File: src/rtl/vfd_scan_pkg.sv
`timescale 1ns/1ps
// Shared types for the interleaved display scan timer.
// Assumes: no other package defines these names.
package vfd_scan_pkg;

    // Whether the scan is in a digit time or in a keyboard window.
    typedef enum logic {
        PH_DIGIT = 1'b0,
        PH_KEYS  = 1'b1
    } scan_phase_t;

endpackage

File: src/rtl/scan_timebase.sv
`timescale 1ns/1ps
// Counts states inside a digit time or a keyboard window and chooses
// which of the two comes next.
// Assumes: KB_STATES <= SPD, so one counter width is enough for both.
module scan_timebase
    import vfd_scan_pkg::*;
#(
    parameter int SPD       = 16,
    parameter int KB_STATES = 4,
    localparam int SW       = $clog2(SPD)
) (
    input  logic              clk,
    input  logic              rst_n,
    input  logic              last_slot,
    output logic [SW-1:0]     state,
    output scan_phase_t       phase,
    output logic              span_last
);

    localparam logic [SW-1:0] DIG_LAST = SW'(SPD - 1);
    localparam logic [SW-1:0] KB_LAST  = SW'(KB_STATES - 1);

    // Flag the final state of the current span.
    always_comb begin
        span_last = (phase == PH_DIGIT) ? (state == DIG_LAST) : (state == KB_LAST);
    end

    // Advance the state count and switch phase at the end of a span.
    always_ff @(posedge clk) begin
        if (!rst_n) begin
            state <= '0;
            phase <= PH_DIGIT;
        end else if (span_last) begin
            state <= '0;
            phase <= (phase == PH_DIGIT && last_slot) ? PH_KEYS : PH_DIGIT;
        end else begin
            state <= state + SW'(1);
        end
    end

endmodule

File: src/rtl/scan_order_seq.sv
`timescale 1ns/1ps
// Keeps the slot within a group and the group within a scan, and forms
// the interleaved position index idx = group + N_GROUPS * slot.
// Assumes: SLOTS * N_GROUPS positions in all, N_GROUPS >= 2.
module scan_order_seq #(
    parameter int SLOTS    = 3,
    parameter int N_GROUPS = 3,
    localparam int N_POS   = SLOTS * N_GROUPS,
    localparam int IDXW    = $clog2(N_POS),
    localparam int KW      = (SLOTS > 1) ? $clog2(SLOTS) : 1,
    localparam int GW      = $clog2(N_GROUPS)
) (
    input  logic            clk,
    input  logic            rst_n,
    input  logic            digit_end,
    input  logic            kb_end,
    output logic            last_slot,
    output logic            last_group,
    output logic [IDXW-1:0] idx
);

    logic [KW-1:0] slot;
    logic [GW-1:0] group;

    // Detect the final slot and the final group.
    always_comb begin
        last_slot  = (slot  == KW'(SLOTS - 1));
        last_group = (group == GW'(N_GROUPS - 1));
        idx        = IDXW'(group) + IDXW'(N_GROUPS) * IDXW'(slot);
    end

    // Step the slot after each digit time, and the group after each keyboard window.
    always_ff @(posedge clk) begin
        if (!rst_n) begin
            slot  <= '0;
            group <= '0;
        end else if (kb_end) begin
            slot  <= '0;
            group <= last_group ? '0 : group + GW'(1);
        end else if (digit_end && !last_slot) begin
            slot  <= slot + KW'(1);
        end
    end

endmodule

File: src/rtl/digit_enable_dec.sv
`timescale 1ns/1ps
// Turns the current position into a one-hot driver enable. Positions
// beyond the significant count stay dark; the top position is the sign.
// Assumes: the top position is the sign and all the others are numeric.
module digit_enable_dec #(
    parameter int N_POS = 9,
    localparam int IDXW = $clog2(N_POS),
    localparam int NUM  = N_POS - 1
) (
    input  logic             show,
    input  logic [IDXW-1:0]  idx,
    input  logic [IDXW-1:0]  sig_digits,
    input  logic             sign_on,
    output logic [N_POS-1:0] dig_en
);

    logic [IDXW-1:0]  limit;
    logic [N_POS-1:0] pos_ok;

    // Clamp the significant count to the range 1..NUM.
    always_comb begin
        if (sig_digits == '0)                 limit = IDXW'(1);
        else if (sig_digits > IDXW'(NUM))     limit = IDXW'(NUM);
        else                                  limit = sig_digits;
    end

    // One enable cell per position; the top one follows the sign request.
    for (genvar i = 0; i < N_POS; i++) begin : g_pos
        if (i == N_POS - 1) begin : g_sign
            assign pos_ok[i] = sign_on;
        end else begin : g_num
            assign pos_ok[i] = (IDXW'(i) < limit);
        end
        assign dig_en[i] = show && (idx == IDXW'(i)) && pos_ok[i];
    end

endmodule

File: src/rtl/vfd_scan_sequencer.sv
`timescale 1ns/1ps
// Top of the interleaved display scan timer. It joins the state timebase,
// the order sequencer and the enable decoder, and blanks the drivers in
// the first and last state of each digit time.
// Assumes: SPD >= 3 so that there are unblanked states.
module vfd_scan_sequencer
    import vfd_scan_pkg::*;
#(
    parameter int SLOTS     = 3,
    parameter int N_GROUPS  = 3,
    parameter int SPD       = 16,
    parameter int KB_STATES = 4,
    localparam int N_POS    = SLOTS * N_GROUPS,
    localparam int IDXW     = $clog2(N_POS),
    localparam int SW       = $clog2(SPD)
) (
    input  logic             clk,
    input  logic             rst_n,
    input  logic [IDXW-1:0]  sig_digits,
    input  logic             sign_on,
    output logic [N_POS-1:0] dig_en,
    output logic [IDXW-1:0]  dig_idx,
    output logic [SW-1:0]    state,
    output logic             kb_win,
    output logic             frame_end
);

    scan_phase_t phase;
    logic        span_last;
    logic        last_slot;
    logic        last_group;
    logic        show;

    scan_timebase #(.SPD(SPD), .KB_STATES(KB_STATES)) u_tb (
        .clk       (clk),
        .rst_n     (rst_n),
        .last_slot (last_slot),
        .state     (state),
        .phase     (phase),
        .span_last (span_last)
    );

    scan_order_seq #(.SLOTS(SLOTS), .N_GROUPS(N_GROUPS)) u_ord (
        .clk        (clk),
        .rst_n      (rst_n),
        .digit_end  (span_last && phase == PH_DIGIT),
        .kb_end     (span_last && phase == PH_KEYS),
        .last_slot  (last_slot),
        .last_group (last_group),
        .idx        (dig_idx)
    );

    // Drivers may light only inside a digit time, away from both edges.
    always_comb begin
        show      = (phase == PH_DIGIT) && (state != '0) && (state != SW'(SPD - 1));
        kb_win    = (phase == PH_KEYS);
        frame_end = (phase == PH_KEYS) && span_last && last_group;
    end

    digit_enable_dec #(.N_POS(N_POS)) u_dec (
        .show       (show),
        .idx        (dig_idx),
        .sig_digits (sig_digits),
        .sign_on    (sign_on),
        .dig_en     (dig_en)
    );

endmodule

File: config.mk
export PLATFORM = sky130hd
export DESIGN_NAME = vfd_scan_sequencer
export DESIGN_NICKNAME = d
export VERILOG_FILES = /design/src/rtl/vfd_scan_pkg.sv /design/src/rtl/scan_timebase.sv /design/src/rtl/scan_order_seq.sv /design/src/rtl/digit_enable_dec.sv /design/src/rtl/vfd_scan_sequencer.sv
export SDC_FILE = /design/constraint.sdc
export NUM_CORES = 1
export LEC_CHECK = 0
export ABC_AREA = 1
export BUFFER_PORTS_ARGS = -buffer_cell sky130_fd_sc_hd__buf_2
export CAP_MARGIN = 20
export CORE_MARGIN = 2
export CORE_UTILIZATION = 25
export DETAILED_ROUTE_END_ITERATION = 16
export GPL_TIMING_DRIVEN = 1
export PLACE_DENSITY = 0.5
export SETUP_SLACK_MARGIN = 0.2
export SLEW_MARGIN = 20
export SYNTH_ARGS = -nofsm -noshare
export SYNTH_HDL_FRONTEND = slang
export SYNTH_SLANG_ARGS = --single-unit
File: constraint.sdc
create_clock -name clk -period 6.76 [get_ports clk]
set_clock_uncertainty 0.1 [all_clocks]
set_input_delay 0.676 -clock clk [delete_from_list [all_inputs] [get_ports clk]]
set_output_delay 0.676 -clock clk [all_outputs]
set_load 0.005 [all_outputs]
==> flow_summary.json, run 1 <==
{
  "outcome": "completed",
  "grt_max_degree": 10,
  "slew_headroom_pct": 84.2,
  "avgViaCountPerCell": 4.49,
  "seq_power_share_pct": 49.7,
  "worst_pin_slew_ps": 236,
  "cts_buffers": 3,
  "hold_class": "register to register",
  "finalCritPeriodShare_pct": 49.1,
  "start_util_pct": 25.9,
  "ctsResizeCount": 0,
  "cts_tree": "built",
  "grt_overflow": 0,
  "hold_buffers": 0,
  "clkSinkCount": 9,
  "placed_area_sq_um": 865,
  "layout-drive-gt1-share_pct": 24.1,
  "p_int_uw": 84.0,
  "endpoint_kind": "output port",
  "dr.first_iter.drc_count": 12,
  "track_usage_pct": 11.0,
  "synth_seq_cells": 9,
  "die_w_um": 56.9,
  "grtUsageMet1_pct": 13.4,
  "fin_nets": 152,
  "path_max_fanout": 4,
  "layout_min_cycle_time_ps": 3320,
  "netlist.area_leader.share_pct": 25.7,
  "p_comb_share_pct": 14.9,
  "async_flop_share_pct": 0,
  "critical_path_required_ps": 5980,
  "final_cell_count_no_fill": 168,
  "clockBufferDepth": 2,
  "p_sw_uw": 29.4,
  "path_clk_slew_ps": 60,
  "slowest_stage": "fa_1",
  "start_kind": "register",
  "yosys_warnings": 0,
  "gp_congestion": 0.873,
  "p_leak_nw": 0.474,
  "dr.pass1.iters": 4,
  "met3_usage_pct": 2.49,
  "finalSetupViolCount": 0,
  "synth_top_area_cell": "dfxtp_1",
  "path_cells": "inv_1, fa_1, inv_1, ha_1, inv_1, fa_1, nor3_2, nand3_1, nor2_1, buf_2",
  "post_drt_wl_per_cell_um": 10.4,
  "regArea_sq_um": 180,
  "cts_setup_buffers": 0,
  "worstSetupPathType": "register to output port",
  "rows": 19,
  "syn-cell-area_sq_um": 701,
  "rsz0062_at_grt": "false",
  "fmax_ghz": 0.301,
  "seq_area_frac_synth_pct": 25.7,
  "fill_cells": 319,
  "crit_path_max_incr_delay_ps": 510,
  "synth_top_flop_cell": "dfxtp_1",
  "synth_top_cells_by_area": "dfxtp_1, inv_1, nor2_1",
  "synth.most_common_cell": "inv_1",
  "drt_wl_total_um": 1750,
  "p_per_area_nw_per_um2": 127,
  "cts_max_level": 1,
  "io_pins": 26,
  "clock_latency_ps": 250,
  "finalHoldViolations": 0,
  "diodes": 0,
  "fin_area_sq_um": 891,
  "antenna_left": 0,
  "dp_hpwl_um": 1470,
  "clkPwrFrac_pct": 35.4,
  "ys_types": 19,
  "clock-root-buffer": "clkbuf_4",
  "first_global_vias": 702,
  "hold_ws_ps": 380,
  "synth_edf_count": 0,
  "multi_input_area_sq_um": 427,
  "placedCellCount": 164,
  "critical_path_arrival_ps": 2540,
  "fp.dieArea_sq_um": 3240,
  "synthTopCellsByCount": "inv_1, nor2_1, nand2_1, nand3_1, dfxtp_1",
  "cap_violations": 0,
  "fp.coreArea_sq_um": 2710,
  "syn_nets": 122,
  "vias": 755,
  "antenna_found_initial": 0,
  "syn_inst": 108,
  "grt_use_met2_pct": 19.0,
  "syn2layout_area_growth_pct": 27.1,
  "postSynthAreaPerCell_sq_um": 6.49,
  "fp.dieH_um": 56.9,
  "crit_top_cell": "inv_1",
  "drcViolationCount": 0,
  "slew_viol_final": 0,
  "grt_pass1_wl_um": 2940,
  "ir_drop_uv": 77.8,
  "fin_tns_setup_ps": 0,
  "numPortBuffers": 25,
  "grt.busiest_layer": "met2",
  "p_sw_share_pct": 25.9
}
## state kept, by name, summed over array words and instances, names as in the netlist
register and flops:
u_ord.slot 2, u_tb.state 4, u_tb.phase 1, u_ord.group 2
## per-layer routing
layer / vias up / share of wire [%]
met2: 27 / 46
met4: 0 / 0
met5: - / 0
met1: 334 / 46
li1: 394 / -
met3: 0 / 8.1
## final timing paths
kind | start | endpoint | slack [ps] | cells past startpoint
max reg2reg | u_tb.state[0] | u_ord.slot[1] | 5380 | 5
min reg2reg | u_tb.state[0] | u_tb.state[0] | 380 | 1
min | u_tb.state[0] | u_tb.state[0] | 380 | 1
max | u_ord.slot[0] | dig_en[5] | 3440 | 10
## power groups by stage
| stage | combinational (mW) | clock, mW | sequential [mW] |
|---|---|---|---|
| floorplan | 0.0101 | 0 | 0.0574 |
| global placement | 0.0168 | 0 | 0.0574 |
| detailed placement | 0.0171 | 0 | 0.0575 |
| CTS | 0.0172 | 0.0424 | 0.0564 |
| global route | 0.0193 | 0.0449 | 0.0567 |
| finish | 0.0169 | 0.0402 | 0.0563 |
## cell usage in the layout (no fill, tap or decap)
master and instances:
nor2_1 18, nand3_1 12, nor2_2 1, ha_1 5, nor3_2 1, inv_2 1
fa_1 2, clkbuf_4 3, xor2_1 1, nor3_1 7, inv_1 24, nand3_2 1
clkbuf_1 1, nand3_4 1, buf_2 25, o21ai_0 3, dfxtp_1 9, o21ai_1 1
o21a_1 1, nand2_1 16, a21oi_1 3, nand4_1 1
## cell families after synthesis
kind of cell | synth area share (%)
fa+ha+maj | 14.6
flops | 25.7
buf+inv | 13.4
xor+xnor | 1.25
compound gates | 6.07
simple gates | 38.9
## worst max-delay path: cells and delay by family (launching register included)
kind | cells | cell delay [ps]
adder cells (fa/ha/maj) | 3 | 1160
buffers and inverters | 4 | 300
flip-flops | 1 | 350
AND/OR/NAND/NOR | 3 | 470
## area by class of cell
class	count	share of cell area (%)
flip-flops and latches	9	20.2
inverters	25	10.5
well taps	31	4.35
multi-input cells	74	47.9
repair buffers	25	14.0
clock buffers	4	2.95
## metrics by stage
stage / setup WS [ps] / power [mW] / utilization (%)
after global routing: 3260 / 0.121 / 32.9
after floorplan: 3960 / 0.0674 / -
final: 3440 / 0.113 / 32.9
after CTS: 3450 / 0.116 / 32.9
after detailed placement: 3710 / 0.0746 / 31.9
after global placement: 3770 / 0.0743 / 31.9
(Power assumes the default switching activity.)
==> run 2, diff against run 1 <==
==> constraint.sdc (replaced) <==
create_clock -name clk -period 3.1 [get_ports clk]
set_clock_uncertainty 0.1 [all_clocks]
set_input_delay 0.31 -clock clk [delete_from_list [all_inputs] [get_ports clk]]
set_output_delay 0.31 -clock clk [all_outputs]
set_load 0.005 [all_outputs]
==> run 2 against run 1 <==
  * Via count grew 2.9%
  * Critical endpoint is now dig_en[2]
  * Sequential share of layout area shrank 0.68 points
  * Count of clock-buffer cells in the layout is the same
  * Global-route usage grew 0.19 points
  * Non-clock buffer count grew 2
  * Critical path depth grew 1
  * Die area is the same
  * Sequential power grew 120%
==> flow_summary.json, run 2 (synthesized netlist as in run 1, its figures left out) <==
{
  "outcome": "completed",
  "grt_max_degree": 10,
  "placed_area_sq_um": 865,
  "crit_top_cell": "inv_2",
  "clock-root-buffer": "clkbuf_4",
  "cap_violations": 0,
  "fp.dieArea_sq_um": 3240,
  "final_cell_mix": "buf_2, inv_1, nor2_1",
  "start_util_pct": 25.9,
  "clkPwrFrac_pct": 35.2,
  "start_kind": "register",
  "dr.pass1.iters": 4,
  "slew_viol_final": 0,
  "fp.dieH_um": 56.9,
  "crit_path_max_incr_delay_ps": 630,
  "regArea_sq_um": 184,
  "largestRegisters": "u_tb.state: 4 flops, u_ord.group: 2 flops, u_ord.slot: 2 flops",
  "r2r-start": "u_tb.state[0]",
  "critical_path_arrival_ps": 2490,
  "drcViolationCount": 0,
  "clock_latency_ps": 250,
  "path_cells": "inv_2, fa_1, inv_1, ha_2, inv_2, fa_2, nand2_2, inv_2, nand3_2, nor2_1, buf_2",
  "grt_overflow": 0,
  "fill_cells": 322,
  "finalHoldViolations": 0,
  "p_int_uw": 184,
  "seq_power_share_pct": 49.3,
  "multi_input_area_sq_um": 458,
  "mostFrequentLayoutCell": "buf_2",
  "cts_buffers": 3,
  "path_max_fanout": 4,
  "clockBufferDepth": 2,
  "hold_buffers": 0,
  "max_flop_register": "u_tb.state",
  "path_clk_slew_ps": 60,
  "fp.coreArea_sq_um": 2710,
  "dp_hpwl_um": 1470,
  "gp_congestion": 0.873,
  "drt_wl_total_um": 1840,
  "fin_tns_setup_ps": 0,
  "rsz0062_at_grt": "true",
  "track_usage_pct": 11.2,
  "worst_pin_slew_ps": 264,
  "p_leak_nw": 0.487,
  "die_w_um": 56.9,
  "slew_headroom_pct": 82.3,
  "cts_max_level": 1,
  "finalSetupViolCount": 0,
  "critical_path_required_ps": 2690,
  "hold_class": "input port to register",
  "endpoint_kind": "output port",
  "ir_drop_uv": 170,
  "top_layer": "met3",
  "m1WireLength_um": 809,
  "cts_tree": "built",
  "post_drt_wl_per_cell_um": 10.8,
  "fin_nets": 154,
  "crit_start": "u_ord.group[1]",
  "p_comb_share_pct": 15.5,
  "finalCritPeriodShare_pct": 93.4,
  "rows": 19,
  "clkSinkCount": 9,
  "syn2layout_area_growth_pct": 34.3,
  "p_sw_share_pct": 26.2,
  "fin_area_sq_um": 941,
  "slowest_stage": "fa_2",
  "fmax_ghz": 0.345,
  "antenna_found_initial": 0,
  "layout-drive-gt1-share_pct": 36.0,
  "met3_length_um": 150,
  "antenna_left": 0,
  "diodes": 0,
  "dr_wl_met2_um": 876,
  "p_sw_uw": 65.3,
  "min_from": "rst_n",
  "first_global_vias": 720,
  "avgViaCountPerCell": 4.57,
  "dr.first_iter.drc_count": 14,
  "largest_reg_flops": 4,
  "p_per_area_nw_per_um2": 265,
  "grt_pass1_wl_um": 3000,
  "worstSetupPathType": "register to output port",
  "io_pins": 26,
  "numPortBuffers": 25,
  "layout_min_cycle_time_ps": 2900,
  "total_power_uw": 249,
  "vias": 777
}
[run 2: cell count changes in the layout (fill, tap and decap cells not counted), moves of 3 or more]
cell / previous run / this run
inv_1: 24 / 19
inv_2: 1 / 6
dfxtp_1: 9 / 6
dfxtp_2: 0 / 3
[run 2: final cells by class]
type	instances	area share [%]
sequential	9	19.5
clock buffer	4	2.79
multi-input combinational	74	48.7
inverter	25	9.97
timing repair buffer	27	14.9
tap	31	4.12
[run 2: worst max-delay path, delay by kind of cell, from the launching register on]
kind | cells | cell delay [ps]
adder cells (fa/ha/maj) | 3 | 1260
buffers and inverters | 5 | 370
flip-flops | 1 | 320
AND/OR/NAND/NOR | 3 | 300
[run 2: path summary, 6_finish.rpt]
| kind | end | slack [ps] | cells past startpoint |
|---|---|---|---|
| max reg2reg | u_ord.slot[1] | 1730 | 5 |
| min | u_tb.phase | 220 | 2 |
| min reg2reg | u_tb.state[0] | 380 | 1 |
| max | dig_en[2] | 200 | 11 |
[run 2: what timing repair did]
action,4_1_cts,5_1_grt
pin swaps,0,8
endpoints found under the setup margin,4,8
gates resized for setup,3,13
gates cloned,0,0
setup buffers,0,2
[run 2: power by group through the flow]
| stage | sequential, mW | combinational [mW] | clock, mW |
|---|---|---|---|
| after global placement | 0.125 | 0.0367 | 0 |
| final | 0.123 | 0.0387 | 0.0875 |
| after global routing | 0.124 | 0.0445 | 0.0978 |
| after detailed placement | 0.125 | 0.0372 | 0 |
| after floorplan | 0.125 | 0.0219 | 0 |
| after CTS | 0.123 | 0.0375 | 0.0926 |
[run 2: per-stage QoR]
| step | hold WS [ps] | cells | utilization (%) | setup WS (ps) |
|---|---|---|---|---|
| 5_1_grt | 215 | 170 | 34.7 | 100 |
| 2_1_floorplan | 327 | 108 | - | 663 |
| 6_report | 221 | 170 | 34.7 | 205 |
| 3_5_place_dp | 368 | 164 | 31.9 | 420 |
| 3_3_place_gp | 365 | 164 | 31.9 | 472 |
| 4_1_cts | 213 | 168 | 33.1 | 198 |
[run 2: routing by layer]
layer  global-route usage [%]  up-vias
met3                     2.49        0
met5                        0        -
li1                         -      398
met4                     3.99        0
met2                     19.5       31
met1                     13.5      348
==> run 3, diff against run 2 <==
--- a/config.mk
+++ b/config.mk
@@ -12,7 +12,7 @@
 export CORE_UTILIZATION = 25
 export DETAILED_ROUTE_END_ITERATION = 16
 export GPL_TIMING_DRIVEN = 1
-export PLACE_DENSITY = 0.5
+export PLACE_DENSITY = 0.45
 export SETUP_SLACK_MARGIN = 0.2
 export SLEW_MARGIN = 20
 export SYNTH_ARGS = -nofsm -noshare
==> run 3 against run 2 <==
  * Register-to-register slack about the same
  * Global-route usage increased by 0.54 points
  * Count of clock-buffer cells in the layout unchanged
  * Power increased by 2.2%
==> flow_summary.json, run 3 (synthesized netlist as in run 1, its figures left out) <==
{
  "finalSetupViolCount": 0,
  "finalHoldViolations": 0,
  "finalCritPeriodShare_pct": 92.5,
  "antenna_found_initial": 0,
  "clockBufferDepth": 2,
  "cap_violations": 0,
  "fin_nets": 155,
  "dp_hpwl_um": 1420,
  "max_flop_register": "u_tb.state",
  "critical_path_arrival_ps": 2460,
  "fp.dieArea_sq_um": 3240,
  "p_per_area_nw_per_um2": 267,
  "whs_path_depth": 2,
  "hold_class": "input port to register",
  "mostFrequentLayoutCell": "buf_2",
  "drt_wl_total_um": 1770,
  "diodes": 0,
  "outcome": "completed",
  "ir_drop_uv": 186,
  "cts_tree": "built",
  "worstSetupPathType": "register to output port",
  "drcViolationCount": 0,
  "cts_buffers": 3,
  "first_global_vias": 722,
  "grt_pass1_wl_um": 3010,
  "total_power_uw": 254,
  "multi_input_area_sq_um": 460,
  "dr.pass1.iters": 4,
  "largest_reg_flops": 4,
  "gp_congestion": 0.786,
  "hold_buffers": 0,
  "avgViaCountPerCell": 4.49,
  "numPortBuffers": 25,
  "slew_headroom_pct": 82.2,
  "final_cell_mix": "buf_2, inv_1, nor2_1",
  "fin_tns_setup_ps": 0,
  "clock-root-buffer": "clkbuf_4",
  "start_kind": "register",
  "largestRegisters": "u_tb.state: 4 flops, u_ord.group: 2 flops, u_ord.slot: 2 flops",
  "track_usage_pct": 11.7,
  "fmax_ghz": 0.349,
  "fp.coreArea_sq_um": 2710,
  "slew_viol_final": 0,
  "cts_max_level": 1,
  "layout_min_cycle_time_ps": 2870,
  "endpoint_kind": "output port",
  "post_drt_wl_per_cell_um": 10.3,
  "rsz0062_at_grt": "true",
  "path_max_fanout": 4,
  "fill_cells": 315,
  "antenna_left": 0,
  "worst_pin_slew_ps": 266,
  "fp.dieH_um": 56.9,
  "rows": 19,
  "regArea_sq_um": 184,
  "path_clk_slew_ps": 60,
  "syn2layout_area_growth_pct": 36.1,
  "critical_path_required_ps": 2690,
  "grt_overflow": 0,
  "clock_latency_ps": 260,
  "clkSinkCount": 9,
  "grt_max_degree": 10,
  "die_w_um": 56.9,
  "io_pins": 26,
  "r2r_cells": 6,
  "layout-drive-gt1-share_pct": 35.7,
  "vias": 768,
  "p_leak_nw": 0.493,
  "dr.first_iter.drc_count": 40,
  "start_util_pct": 25.9
}
[run 3: cell types whose count changed in the layout (fill, tap and decap cells not counted)]
| cell | change |
|---|---|
| nand2_2 | -2 |
| buf_4 | +1 |
| nand2_1 | +1 |
| inv_2 | -1 |
| inv_4 | +1 |
| nand2_4 | +1 |
[run 3: path summary, 6_finish.rpt]
path / startpoint / endpoint / slack [ps]
worst max-delay path: u_ord.slot[1] / dig_en[2] / 230
worst min-delay path: rst_n / u_tb.phase / 230
worst min register to register: u_tb.state[0] / u_tb.state[0] / 380
worst max register to register: u_tb.state[0] / u_tb.state[3] / 1720
[run 3: what timing repair did]
action | in CTS | in global routing
cloned | 0 | 0
buffers inserted | 1 | 2
pin swaps | 2 | 7
setup endpoints to repair | 5 | 7
resized for setup | 10 | 7
[run 3: report_power, final]
group | switching [mW] | internal (mW)
Clock | 0.0434 | 0.0497
Sequential | 0.00375 | 0.119
Combinational | 0.0237 | 0.0150
[run 3: layer usage]
layer	track usage (%)	routed length, um	vias to the layer above
met2	18.7	767	23
met3	2.04	95	2
li1	-	-	404
met4	4.98	13	0
met5	0	0	-
met1	15.7	893	339
[run 3: layout make-up]
| cell class | instances | share of cell area, % |
|---|---|---|
| Multi-Input combinational cell | 74 | 48.3 |
| Sequential cell | 9 | 19.3 |
| Timing Repair Buffer | 28 | 15.5 |
| Inverter | 25 | 10.1 |
| Tap cell | 31 | 4.07 |
| Clock buffer | 4 | 2.76 |
[run 3: metrics by stage]
| stage | hold WS, ps | instances | setup slack, ps | instance area, sq um | util [%] |
|---|---|---|---|---|---|
| floorplan | 327 | 108 | 663 | 701 | - |
| global placement | 369 | 164 | 449 | 865 | 31.9 |
| detailed placement | 371 | 164 | 392 | 865 | 31.9 |
| CTS | 219 | 169 | 208 | 913 | 33.7 |
| global route | 221 | 171 | 132 | 953 | 35.2 |
| finish | 228 | 171 | 233 | 953 | 35.2 |
[run 3: worst max-delay path, stage by stage (launching register included)]
cell and delay (ps):
dfxtp_2 350, inv_2 50, fa_1 440, inv_1 70, ha_2 170, inv_2 40, fa_2 650, nand2_4 90
inv_4 60, nand3_2 60, nor2_1 110, buf_2 120
